`src/rtl/dwg_pkg.sv`:
```
package dwg_pkg;

    typedef enum logic [1:0] {
        ST_IDLE = 2'd0,
        ST_SEND = 2'd1,
        ST_GAP  = 2'd2
    } dwg_state_e;

    // word indices of the register port (byte offset = 4 * index)
    localparam logic [2:0] IDX_CTRL  = 3'd0;
    localparam logic [2:0] IDX_SPP   = 3'd1;
    localparam logic [2:0] IDX_BPS   = 3'd2;
    localparam logic [2:0] IDX_GAP   = 3'd3;
    localparam logic [2:0] IDX_LO    = 3'd4;
    localparam logic [2:0] IDX_HI    = 3'd5;
    localparam logic [2:0] IDX_SEEDL = 3'd6;
    localparam logic [2:0] IDX_SEEDH = 3'd7;

endpackage

```
`src/rtl/dwg_regs.sv`:
```
module dwg_regs #(
    parameter int CNT_W   = 16,
    parameter int BPS_W   = 20,
    parameter int MA_W    = 8,
    parameter int SPP_RST = 256,
    parameter int BPS_RST = 781250,
    parameter int GAP_RST = 80
) (
    input  logic              clk,
    input  logic              rst_n,
    input  logic              wr,
    input  logic [2:0]        idx,
    input  logic [31:0]       wdata,
    output logic [31:0]       rdata,
    output logic              run,
    output logic [CNT_W-1:0]  spp,
    output logic [BPS_W-1:0]  bps,
    output logic [CNT_W-1:0]  gap,
    output logic [MA_W-1:0]   lo,
    output logic [MA_W-1:0]   hi,
    output logic [63:0]       seed
);
    import dwg_pkg::*;

    always_ff @(posedge clk) begin
        if (!rst_n) begin
            run  <= 1'b0;
            spp  <= CNT_W'(SPP_RST);
            bps  <= BPS_W'(BPS_RST);
            gap  <= CNT_W'(GAP_RST);
            lo   <= '0;
            hi   <= '1;
            seed <= '0;
        end else if (wr) begin
            unique case (idx)
                IDX_CTRL:  run          <= wdata[0];
                IDX_SPP:   spp          <= wdata[CNT_W-1:0];
                IDX_BPS:   bps          <= wdata[BPS_W-1:0];
                IDX_GAP:   gap          <= wdata[CNT_W-1:0];
                IDX_LO:    lo           <= wdata[MA_W-1:0];
                IDX_HI:    hi           <= wdata[MA_W-1:0];
                IDX_SEEDL: seed[31:0]   <= wdata;
                IDX_SEEDH: seed[63:32]  <= wdata;
                default:   ;
            endcase
        end
    end

    always_comb begin
        unique case (idx)
            IDX_CTRL:  rdata = {31'd0, run};
            IDX_SPP:   rdata = 32'(spp);
            IDX_BPS:   rdata = 32'(bps);
            IDX_GAP:   rdata = 32'(gap);
            IDX_LO:    rdata = 32'(lo);
            IDX_HI:    rdata = 32'(hi);
            IDX_SEEDL: rdata = seed[31:0];
            IDX_SEEDH: rdata = seed[63:32];
            default:   rdata = '0;
        endcase
    end

endmodule

```
`src/rtl/dwg_addr_gen.sv`:
```
module dwg_addr_gen #(
    parameter int MA_W = 8
) (
    input  logic            clk,
    input  logic            rst_n,
    input  logic            clr,
    input  logic            step,
    input  logic [MA_W-1:0] lo,
    input  logic [MA_W-1:0] hi,
    output logic [MA_W-1:0] addr
);
    always_ff @(posedge clk) begin
        if (!rst_n) begin
            addr <= '0;
        end else if (clr) begin
            addr <= lo;
        end else if (step) begin
            addr <= (addr == hi) ? lo : addr + 1'b1;
        end
    end
endmodule

```
`src/rtl/dwg_frame_cnt.sv`:
```
module dwg_frame_cnt #(
    parameter int CNT_W = 16,
    parameter int BPS_W = 20
) (
    input  logic             clk,
    input  logic             rst_n,
    input  logic             clr,
    input  logic             step,
    input  logic [CNT_W-1:0] spp,
    input  logic [BPS_W-1:0] bps,
    output logic             first_samp,
    output logic             last_samp,
    output logic             first_blk
);
    logic [CNT_W-1:0] samp_q;
    logic [BPS_W-1:0] blk_q;
    logic [CNT_W:0]   samp_nx;
    logic [BPS_W:0]   blk_nx;
    logic             last_blk;

    assign samp_nx    = {1'b0, samp_q} + {{CNT_W{1'b0}}, 1'b1};
    assign blk_nx     = {1'b0, blk_q} + {{BPS_W{1'b0}}, 1'b1};
    // a programmed zero behaves like one
    assign last_samp  = samp_nx >= {1'b0, spp};
    assign last_blk   = blk_nx >= {1'b0, bps};
    assign first_samp = (samp_q == '0);
    assign first_blk  = (blk_q == '0);

    always_ff @(posedge clk) begin
        if (!rst_n || clr) begin
            samp_q <= '0;
            blk_q  <= '0;
        end else if (step) begin
            if (last_samp) begin
                samp_q <= '0;
                blk_q  <= last_blk ? '0 : blk_nx[BPS_W-1:0];
            end else begin
                samp_q <= samp_nx[CNT_W-1:0];
            end
        end
    end
endmodule

```
`src/rtl/diag_wavegen.sv`:
```
module diag_wavegen #(
    parameter int DATA_W  = 16,
    parameter int MA_W    = 8,
    parameter int CNT_W   = 16,
    parameter int BPS_W   = 20,
    parameter int SPP_RST = 256,
    parameter int BPS_RST = 781250,
    parameter int GAP_RST = 80
) (
    input  logic              clk,
    input  logic              rst_n,
    input  logic              reg_wr,
    input  logic [2:0]        reg_word_addr,
    input  logic [31:0]       reg_wdata,
    output logic [31:0]       reg_rdata,
    output logic [MA_W-1:0]   mem_rd_addr,
    input  logic [DATA_W-1:0] mem_rd_data,
    output logic              out_valid,
    input  logic              out_ready,
    output logic [DATA_W-1:0] out_data,
    output logic              out_sop,
    output logic              out_eop,
    output logic              out_sync,
    output logic [63:0]       out_bsn
);
    import dwg_pkg::*;

    localparam int BSN_W = 64;

    logic             run;
    logic [CNT_W-1:0] spp, gap;
    logic [BPS_W-1:0] bps;
    logic [MA_W-1:0]  lo, hi;
    logic [BSN_W-1:0] seed;

    dwg_state_e       st_q, st_d;
    logic [CNT_W-1:0] gap_q;
    logic [CNT_W:0]   gap_nx;
    logic [BSN_W-1:0] bsn_q;
    logic             clr, adv, emit, gap_done, in_gap;
    logic             first_samp, last_samp, first_blk;

    dwg_regs #(
        .CNT_W(CNT_W), .BPS_W(BPS_W), .MA_W(MA_W),
        .SPP_RST(SPP_RST), .BPS_RST(BPS_RST), .GAP_RST(GAP_RST)
    ) u_regs (
        .clk(clk), .rst_n(rst_n), .wr(reg_wr), .idx(reg_word_addr),
        .wdata(reg_wdata), .rdata(reg_rdata), .run(run), .spp(spp),
        .bps(bps), .gap(gap), .lo(lo), .hi(hi), .seed(seed)
    );

    dwg_addr_gen #(.MA_W(MA_W)) u_addr (
        .clk(clk), .rst_n(rst_n), .clr(clr), .step(emit),
        .lo(lo), .hi(hi), .addr(mem_rd_addr)
    );

    dwg_frame_cnt #(.CNT_W(CNT_W), .BPS_W(BPS_W)) u_frame (
        .clk(clk), .rst_n(rst_n), .clr(clr), .step(emit),
        .spp(spp), .bps(bps), .first_samp(first_samp),
        .last_samp(last_samp), .first_blk(first_blk)
    );

    assign clr      = (st_q == ST_IDLE);
    assign in_gap   = (st_q == ST_GAP);
    assign adv      = !out_valid || out_ready;
    assign emit     = (st_q == ST_SEND) && run && adv;
    assign gap_nx   = {1'b0, gap_q} + {{CNT_W{1'b0}}, 1'b1};
    assign gap_done = gap_nx >= {1'b0, gap};

    // next-state logic
    always_comb begin
        st_d = st_q;
        unique case (st_q)
            ST_IDLE: if (run) st_d = ST_SEND;
            ST_SEND: if (emit && last_samp && (gap != '0)) st_d = ST_GAP;
            ST_GAP:  if (gap_done) st_d = ST_SEND;
            default: st_d = ST_IDLE;
        endcase
        if (!run) st_d = ST_IDLE;
    end

    // state register and per-state counters
    always_ff @(posedge clk) begin
        if (!rst_n) begin
            st_q  <= ST_IDLE;
            gap_q <= '0;
            bsn_q <= '0;
        end else begin
            st_q  <= st_d;
            gap_q <= in_gap ? gap_nx[CNT_W-1:0] : '0;
            if (clr) begin
                bsn_q <= seed;
            end else if (emit && last_samp) begin
                bsn_q <= bsn_q + 1'b1;
            end
        end
    end

    // output register
    always_ff @(posedge clk) begin
        if (!rst_n) begin
            out_valid <= 1'b0;
            out_data  <= '0;
            out_sop   <= 1'b0;
            out_eop   <= 1'b0;
            out_sync  <= 1'b0;
            out_bsn   <= '0;
        end else if (!run) begin
            out_valid <= 1'b0;
        end else if (emit) begin
            out_valid <= 1'b1;
            out_data  <= mem_rd_data;
            out_sop   <= first_samp;
            out_eop   <= last_samp;
            out_sync  <= first_samp && first_blk;
            out_bsn   <= bsn_q;
        end else if (out_ready) begin
            out_valid <= 1'b0;
        end
    end

endmodule

```
`config.mk`:
```
export PLATFORM = sky130hd
export DESIGN_NAME = diag_wavegen
export DESIGN_NICKNAME = d
export VERILOG_FILES = /design/src/rtl/dwg_pkg.sv /design/src/rtl/dwg_regs.sv /design/src/rtl/dwg_addr_gen.sv /design/src/rtl/dwg_frame_cnt.sv /design/src/rtl/diag_wavegen.sv
export SDC_FILE = /design/constraint.sdc
export NUM_CORES = 1
export LEC_CHECK = 0
export BUFFER_PORTS_ARGS = -buffer_cell sky130_fd_sc_hd__buf_2
export CAP_MARGIN = 40
export CORE_MARGIN = 4
export CORE_UTILIZATION = 45
export CTS_BUF_LIST = sky130_fd_sc_hd__clkbuf_4 sky130_fd_sc_hd__clkbuf_8
export DETAILED_ROUTE_END_ITERATION = 10
export PLACE_DENSITY = 0.73
export SETUP_SLACK_MARGIN = 0.2
export SYNTH_ARGS = -nofsm -noshare
export SYNTH_HDL_FRONTEND = slang
export SYNTH_HIERARCHICAL = 1
export SYNTH_SLANG_ARGS = --single-unit
```
`constraint.sdc`:
```
create_clock -name clk -period 3.6 [get_ports clk]
set_input_delay 0.72 -clock clk [delete_from_list [all_inputs] [get_ports clk]]
set_output_delay 0.72 -clock clk [all_outputs]
set_load 0.01 [all_outputs]
```
Yosys cells after proc, flatten, opt, wreduce, memory -nomap -nowiden
Index checks and enable logic that the tools add are counted.
{ "totals": {"elab_cells": 83, "reg_bits": 343, "input_bits": 55} }
{ "classes": {"n_lt_le_gt_ge": 3, "n_addsub": 5, "eq_ne": 12, "n_reduce_logical": 30, "n_mux": 13} }
{ "ops": {"columns": ["op", "count"], "rows": [
  ["$pmux 32 s8", 1],
  ["$mux 64", 2],
  ["$add 64x1->64 const B", 1],
  ["$add 16x1->17 const B", 2],
  ["$ge 17x16->1", 2],
  ["$reduce_and 2->1", 13],
  ["$mux 8", 3],
  ["$add 20x1->21 const B", 1],
  ["$ge 21x20->1", 1],
  ["$logic_not 20->1", 1],
  ["$mux 20", 1],
  ["$logic_not 16->1", 1],
  ["$mux 16", 1],
  ["$reduce_bool 16->1", 1],
  ["$eq 3x3->1 const B", 4],
  ["$add 8x1->8 const B", 1],
  ["$eq 8x8->1", 1],
  ["$eq 3x2->1 const B", 2],
  ["$pmux 2 s3", 1],
  ["$reduce_bool 2->1", 3],
  ["$logic_and 1x1->1", 5],
  ["$mux 2", 2],
  ["$eq 3x1->1 const B", 1],
  ["$logic_not 3->1", 1],
  ["other kinds (8)", 11]
]} }

Logic depth before layout (Yosys ltp)
Gate-level depths: netlist of run 1.
{ "logic_depth": {"depth_word": 7, "mapped_depth": 21, "mapped_depth_nobuf": 20} }

Cells and area by module
Netlist of run 1, hierarchy kept.
{ "by_module_without_submodules": {"columns": ["module", "instances", "seq_area_each_um2", "area_per_inst_um2", "cells_per_inst"], "rows": [
  ["diag_wavegen", 1, 3323.2, 7662.3, 969],
  ["dwg_regs", 1, 2662.6, 6040.8, 732],
  ["dwg_frame_cnt", 1, 720.7, 3309.4, 444],
  ["dwg_addr_gen", 1, 160.2, 596.8, 78]
]} }

Worst setup path before layout of run 1
Ideal clock, no wire load.
{ "synth_timing": {"kind": "reg2reg", "start": "reg u_frame.samp_q[0]", "end": "reg bsn_q[28]", "path_buffers": 0, "t_required_ns": 3.530, "setup_ns": 0.070, "path_slack_ns": -0.447, "path_stages_with_launch": 20, "period_less_slack_ns": 4.047, "arrival_ns": 3.976, "cell_sequence": "dfxtp_1 -> ha_1 -> nand3_1 -> inv_1 -> nand3_1 -> nor2_1 -> and3_1 -> xor2_1 -> ha_1 -> and4_1 -> a311oi_1 -> a31oi_2 -> nor2_4 -> inv_4 -> nand4b_1 -> nor3_1 -> nand4_1 -> nor4_1 -> mux2_2 -> a21oi_1"} }
{ "synth_via": {"elab_chain_cells": 4} }
{ "synth_rtl": {"columns": ["item", "line_no", "text"], "rows": [
  ["from (decl)", "dwg_frame_cnt.sv:15", "logic [CNT_W-1:0] samp_q;"],
  ["from (signal assigned)", "dwg_frame_cnt.sv:38", "samp_q <= samp_nx[CNT_W-1:0];"],
  ["$add 16x1->17", "dwg_frame_cnt.sv:21", "assign samp_nx = {1'b0, samp_q} + {{CNT_W{1'b0}}, 1'b1};"],
  ["$ge 17x16->1", "dwg_frame_cnt.sv:24", "assign last_samp = samp_nx >= {1'b0, spp};"],
  ["via last_samp", "diag_wavegen.sv:41", "logic first_samp, last_samp, first_blk;"],
  ["$logic_and 1x1->1", "diag_wavegen.sv:93", "end else if (emit && last_samp) begin"],
  ["$reduce_bool 2->1 (no line)", null, null],
  ["to (signal assigned)", "diag_wavegen.sv:94", "bsn_q <= bsn_q + 1'b1;"],
  ["to (decl)", "diag_wavegen.sv:39", "logic [BSN_W-1:0] bsn_q;"]
]} }
The timed path passes the listed nets, and every way through them passes these cells.
A chain may end at the register's enable or synchronous reset.

Final worst setup path of run 1
{ "layout_timing": {"start": "reg u_frame.samp_q[0]", "end": "reg bsn_q[49]"} }
The elaborated chain is that of the path after synthesis.

==> results.cfg, run 1 <==
[run_status]
outcome = complete, but fails checks
failed_checks = setup timing

[finish]
utilization = 0.556
fin_cells = 2996
syn2layout_area_growth_pct = 22.1
diodes = 0
layout-drive-gt1-share = 0.220
fin_nets = 2544

[logic_synthesis]
synth_most_common_cell = nand2_1
netlist_area_sq_um = 17600
yosysTopAreaCell = dfxtp_1
synth_common_cells = 522 x nand2_1, 343 x dfxtp_1, 184 x a21oi_1, 108 x nand3_1, 90 x nor2_1
synth_cells = 2223
synth_warnings = 6
synthFlopType = dfxtp_1
async_flop_share = 0
ys_types = 82
syn_avg_cell_area_sq_um = 7.92
synth_edf_count = 0
synth_nets = 2337
synth_seq_area_share = 0.390
synth_area_leaders = dfxtp_1 39%, nand2_1 11%, a21oi_1 5.2%
synth_top_area_frac = 0.390
synth_seq_cells = 343

[sta]
period_share = 1.04
hold_viol = 0
setup_viol_count_final = 20
clock-skew-final_ns = 0.0315
relSlewSlack = 0.406
rsz0062_at_grt = yes
worst_slack_ns = -0.150
whs_ns = 0.302
worstMarginPinSlew_ns = 0.891
timing.fmax_ghz = 0.267
slew_viol_final = 0
period_minus_slack_ns = 3.75

[die]
core_sq_um = 38600
io_pins = 179
die_area_sq_um = 42400
die_h_microns = 206
start_util = 0.456
die_w_microns = 206
rows = 72

[route]
drtAntennaViolNets = 0
routed_via_density = 5.78
route.detailed.drc = 0
drtPass1Iterations = 8
num_vias = 17300
dr.first_iter.drc_count = 1680
routed_wl_mm = 57.5
wire_per_inst_microns = 19.2

[power_and_ir_drop]
seq_power_share = 0.473
clockPowerShare = 0.471
netSwitchingFraction = 0.245
power.density_nw_per_um2 = 384
p_total_uw = 8260
p_sw_uw = 2020
comb_power_share = 0.056
ir_drop_mv = 0.252
leakage_uw = 0.00834
power.internal_uw = 6240

[critical_path]
critPathKind = flop to flop
crit_path_start_kind = flop
critPathMaxFanout = 5
arrival_ns = 4.29
crit_required_ns = 4.14
endpoint_kind = flop

[global_routing]
grt_first_pass_wirelength_mm = 88.0
grt_max_degree = 86
antenna_found_initial = 0
grt_pass1_vias = 16100
grt_overflow = 0
track_usage = 0.257

[placement]
gp_congestion = 0.952
port-buffer-count = 178
place_inst = 2852
post-dp-hpwl_mm = 40.1
preCtsSetupSlack_ns = -0.166

[hold_path]
min_path_type = input pin to flop

[clock_tree]
clk_path_buf_depth = 3
cts.clk_slew.worst_paths_ns = 0.06
hold_buffers = 0
cts_sinks = 343
cts_inserted_buffers = 58
tritoncts = built
cts_root_buf = clkbuf_8
cts.htree.levels = 2
insertion_delay_ns = 0.66

[run]
maxCapViolations = 0
-- per-stage QoR --
stage	setup TNS, ns	cell area, sq um
final	-1.02	21500
after global routing	-8.12	21500
after CTS	-0.0401	21000
after detailed placement	-0.965	19300
after global placement	-0.218	19300
after floorplan	-0.488	17800
-- layout by cell type (no fill, tap or decap), types with 11 or more instances in the layout --
| master | instances |
|---|---|
| a211oi_1 | 18 |
| a21boi_0 | 75 |
| a21boi_1 | 35 |
| a21oi_1 | 177 |
| a22oi_1 | 15 |
| and3_1 | 17 |
| buf_2 | 177 |
| buf_4 | 79 |
| buf_6 | 24 |
| clkbuf_4 | 16 |
| clkbuf_8 | 77 |
| clkinv_2 | 11 |
| dfxtp_1 | 336 |
| ha_1 | 56 |
| inv_1 | 81 |
| mux2_2 | 20 |
| mux2i_1 | 26 |
| nand2_1 | 514 |
| nand2b_1 | 18 |
| nand3_1 | 99 |
| nand4_1 | 41 |
| nor2_1 | 79 |
| nor2b_1 | 25 |
| nor3_1 | 18 |
| nor3_4 | 12 |
| nor4_1 | 22 |
| o21ai_0 | 47 |
| o22ai_1 | 24 |
| or3_1 | 20 |
| xnor2_1 | 64 |
| xor2_1 | 24 |
-- cell families after synthesis --
| kind of cell | share of synthesized area |
|---|---|
| AND/OR/NAND/NOR | 0.257 |
| AO/OA/AOI/OAI | 0.173 |
| flip-flops | 0.390 |
| buffers and inverters | 0.0557 |
| XOR/XNOR | 0.0482 |
| adder cells (fa/ha/maj) | 0.0419 |
| multiplexers | 0.0346 |
-- worst max-delay path, stage by stage, from the launching register on --
cell,delay (ns)
dfxtp_2,0.35
ha_4,0.15
nand3_4,0.10
inv_4,0.08
nand3_4,0.07
nor2_4,0.12
and3_4,0.22
xor2_4,0.08
ha_4,0.28
and4_4,0.24
nand3b_1,0.13
a31oi_4,0.24
nor2_4,0.06
inv_4,0.08
nand4b_1,0.23
nor4_2,0.28
nand3_1,0.15
buf_6,0.19
or3_1,0.31
a311oi_1,0.30
-- cell type report --
cell class,instances,area (sq um)
fill,3494,17100
tap,518,648
multi-input combinational,1656,10500
timing repair buffer,286,1870
inverter,85,329
clock buffer,93,1180
clock inverter,15,143
sequential,343,6880
-- flip-flops by register name (all words and copies together) (netlist names), 2 cells and up --
register,flops
u_regs/seed,64
u_regs/hi,8
out_data,16
out_bsn,64
u_regs/spp,16
u_regs/gap,16
u_addr/addr,8
gap_q,16
bsn_q,64
st_q,2
u_frame/samp_q,16
u_regs/bps,20
u_frame/blk_q,20
u_regs/lo,8
-- power groups by stage --
stage | clock (uW) | sequential (uW) | combinational (uW)
after floorplan | 0 | 3960 | 277
after global placement | 0 | 3990 | 425
after detailed placement | 0 | 3990 | 435
after CTS | 3970 | 3910 | 440
after global routing | 4150 | 3910 | 487
final | 3900 | 3910 | 460
-- final timing paths --
| path | startpoint | to | slack (ns) | cells past startpoint |
|---|---|---|---|---|
| setup reg to reg | u_frame/samp_q[0] | bsn_q[49] | -0.15 | 19 |
| hold / removal | reg_wdata[21] | u_regs/seed[21] | 0.30 | 3 |
| hold reg to reg | out_sync | out_sync | 0.45 | 2 |
| setup / recovery | u_frame/samp_q[0] | bsn_q[49] | -0.15 | 19 |
-- timing repair --
| action | 4_1_cts | 5_1_grt |
|---|---|---|
| pin swaps | 55 | 45 |
| buffers inserted | 17 | 17 |
| gates cloned | 1 | 0 |
| setup endpoints to repair | 64 | 90 |
| resized for setup | 40 | 88 |
-- layer usage --
metal	wire length, microns	track usage	vias up
met2	27500	0.424	766
met5	0	0	-
met3	4440	0.0459	124
met1	23800	0.341	8281
met4	1760	0.0898	0
li1	-	-	8147
(Power assumes the default switching activity.)
==> inputs of run 2 (changes only) <==
--- a/config.mk
+++ b/config.mk
@@ -7,9 +7,11 @@
 export LEC_CHECK = 0
 export BUFFER_PORTS_ARGS = -buffer_cell sky130_fd_sc_hd__buf_2
 export CAP_MARGIN = 40
+export CORE_ASPECT_RATIO = 1.1
 export CORE_MARGIN = 4
 export CORE_UTILIZATION = 45
 export CTS_BUF_LIST = sky130_fd_sc_hd__clkbuf_4 sky130_fd_sc_hd__clkbuf_8
+export CTS_CLUSTER_SIZE = 8
 export DETAILED_ROUTE_END_ITERATION = 10
 export PLACE_DENSITY = 0.73
 export SETUP_SLACK_MARGIN = 0.2
==> constraint.sdc (replaced) <==
create_clock -name clk -period 3.45 [get_ports clk]
set_input_delay 0.69 -clock clk [delete_from_list [all_inputs] [get_ports clk]]
set_output_delay 0.69 -clock clk [all_outputs]
set_load 0.01 [all_outputs]
==> run 2 against run 1 <==
  * Final cell count about the same
  * Non-clock buffer count increased by 24
  * Sequential share of layout area increased by 0.11 points
  * Highest routed layer unchanged
  * Register-to-register slack worse by 0.11 ns
  * The run still ends with setup timing left
==> results.cfg, run 2 (same netlist as run 1, synthesis figures left out) <==
[sta]
worst_slack_ns = -0.259
setup_viol_count_final = 58
whs_ns = 0.257
slew_viol_final = 0
clock-skew-final_ns = 0.0405
timing.fmax_ghz = 0.270
final.setup.tns_ns = -5.74
relSlewSlack = 0.344
hold_viol = 0
period_share = 1.08
rsz0062_at_grt = yes
worstMarginPinSlew_ns = 0.984
period_minus_slack_ns = 3.71

[route]
routed_wl_mm = 57.2
routed_via_density = 5.75
dr.first_iter.drc_count = 1444
route.detailed.drc = 0
wire_per_inst_microns = 19.1
drtAntennaViolNets = 0
drtPass1Iterations = 5
num_vias = 17200

[global_routing]
track_usage = 0.258
grt_first_pass_wirelength_mm = 89.3
grt_overflow = 0
grt_max_degree = 97
grt_pass1_vias = 16600
antenna_found_initial = 4

[finish]
fill_cells = 3523
final_common_cell = nand2_1
reg_top3 = bsn_q: 64 flops, out_bsn: 64 flops, u_regs/seed: 64 flops
fin_cells = 2995
final_cell_mix = 514 x nand2_1, 338 x dfxtp_1, 177 x buf_2, 176 x a21oi_1, 107 x buf_4
syn2layout_area_growth_pct = 21.7
fin_nets = 2568
layout-drive-gt1-share = 0.218
utilization = 0.558

[clock_tree]
tritoncts = built
cts.htree.levels = 2
clk_path_buf_depth = 3
cts_inserted_buffers = 58
insertion_delay_ns = 0.68
cts.clk_slew.worst_paths_ns = 0.06
cts_sinks = 343
cts_root_buf = clkbuf_8

[critical_path]
critPathKind = flop to flop
critPathMaxFanout = 9
arrival_ns = 4.27
endpoint_kind = flop
crit_path_start_kind = flop
crit_required_ns = 4.01

[die]
start_util = 0.459
core_sq_um = 38400
rows = 75
die_w_microns = 197
die_area_sq_um = 42400
io_pins = 179
die_h_microns = 215

[power_and_ir_drop]
leakage_uw = 0.00834
ir_drop_mv = 0.423
power.density_nw_per_um2 = 388

[run_status]
outcome = complete, but fails checks
failed_checks = setup timing

[placement]
place_inst = 2864
post-dp-hpwl_mm = 40.9
port-buffer-count = 178
gp_congestion = 0.942

[hold_path]
min_path_type = input pin to flop

[run]
maxCapViolations = 0
[run 2: worst max-delay path: stages, from the launching register on]
cell      delay [ns]
dfxtp_4         0.36
ha_4            0.15
nand3_4         0.10
inv_4           0.08
nand3_4         0.09
nor2_4          0.11
and3_4          0.20
xor2_1          0.06
ha_1            0.30
and4_4          0.24
nand3b_1        0.12
a31oi_4         0.22
nor2_4          0.06
inv_4           0.09
nand4b_1        0.19
nor4_2          0.26
nand3_1         0.18
buf_12          0.21
or3_4           0.33
a311oi_2        0.28
[run 2: metrics by stage]
stage	cell area, sq um	total power [uW]	setup slack (ns)
after floorplan	17800	4420	-0.337
after global placement	19500	4610	-0.214
after detailed placement	19600	4620	-0.351
after CTS	21100	8360	-0.176
after global routing	21400	8590	-0.457
final	21400	8310	-0.259
[run 2: per-layer routing]
| layer | share of wire | wire length [microns] | global-route usage |
|---|---|---|---|
| met1 | 0.40 | 22800 | 0.316 |
| met2 | 0.49 | 27800 | 0.439 |
| met3 | 0.070 | 4010 | 0.0449 |
| met4 | 0.045 | 2580 | 0.123 |
| met5 | 0 | 0 | 0 |
[run 2: power by group]
group | total [uW] | switching, uW | internal, uW
Clock | 3760 | 1710 | 2050
Sequential | 4080 | 62.8 | 4010
Combinational | 477 | 301 | 176
Total | 8310 | 2070 | 6230
[run 2: repair_timing]
action | CTS | global route
setup buffers | 16 | 13
hold buffers | 0 | 0
cloned | 1 | 0
setup endpoints to repair | 88 | 102
gates resized for setup | 59 | 35
pin swaps | 41 | 38
[run 2: final timing paths]
| path | slack [ns] | start | end | depth (start not counted) |
|---|---|---|---|---|
| worst max register to register | -0.26 | u_frame/samp_q[1] | bsn_q[49] | 19 |
| worst max-delay path | -0.26 | u_frame/samp_q[1] | bsn_q[49] | 19 |
| worst min-delay path | 0.26 | mem_rd_data[13] | out_data[13] | 3 |
| worst min register to register | 0.45 | out_sync | out_sync | 2 |
[run 2: area by class of cell]
| cell class | count | area (sq um) | area share |
|---|---|---|---|
| diodes | 4 | 10.0 | 0.000467 |
| flip-flops and latches | 343 | 6880 | 0.321 |
| clock inverters | 13 | 101 | 0.00473 |
| repair buffers | 310 | 2090 | 0.0975 |
| multi-input cells | 1656 | 10300 | 0.482 |
| well taps | 500 | 626 | 0.0292 |
| clock buffers | 84 | 1070 | 0.0499 |
| inverters | 85 | 329 | 0.0154 |
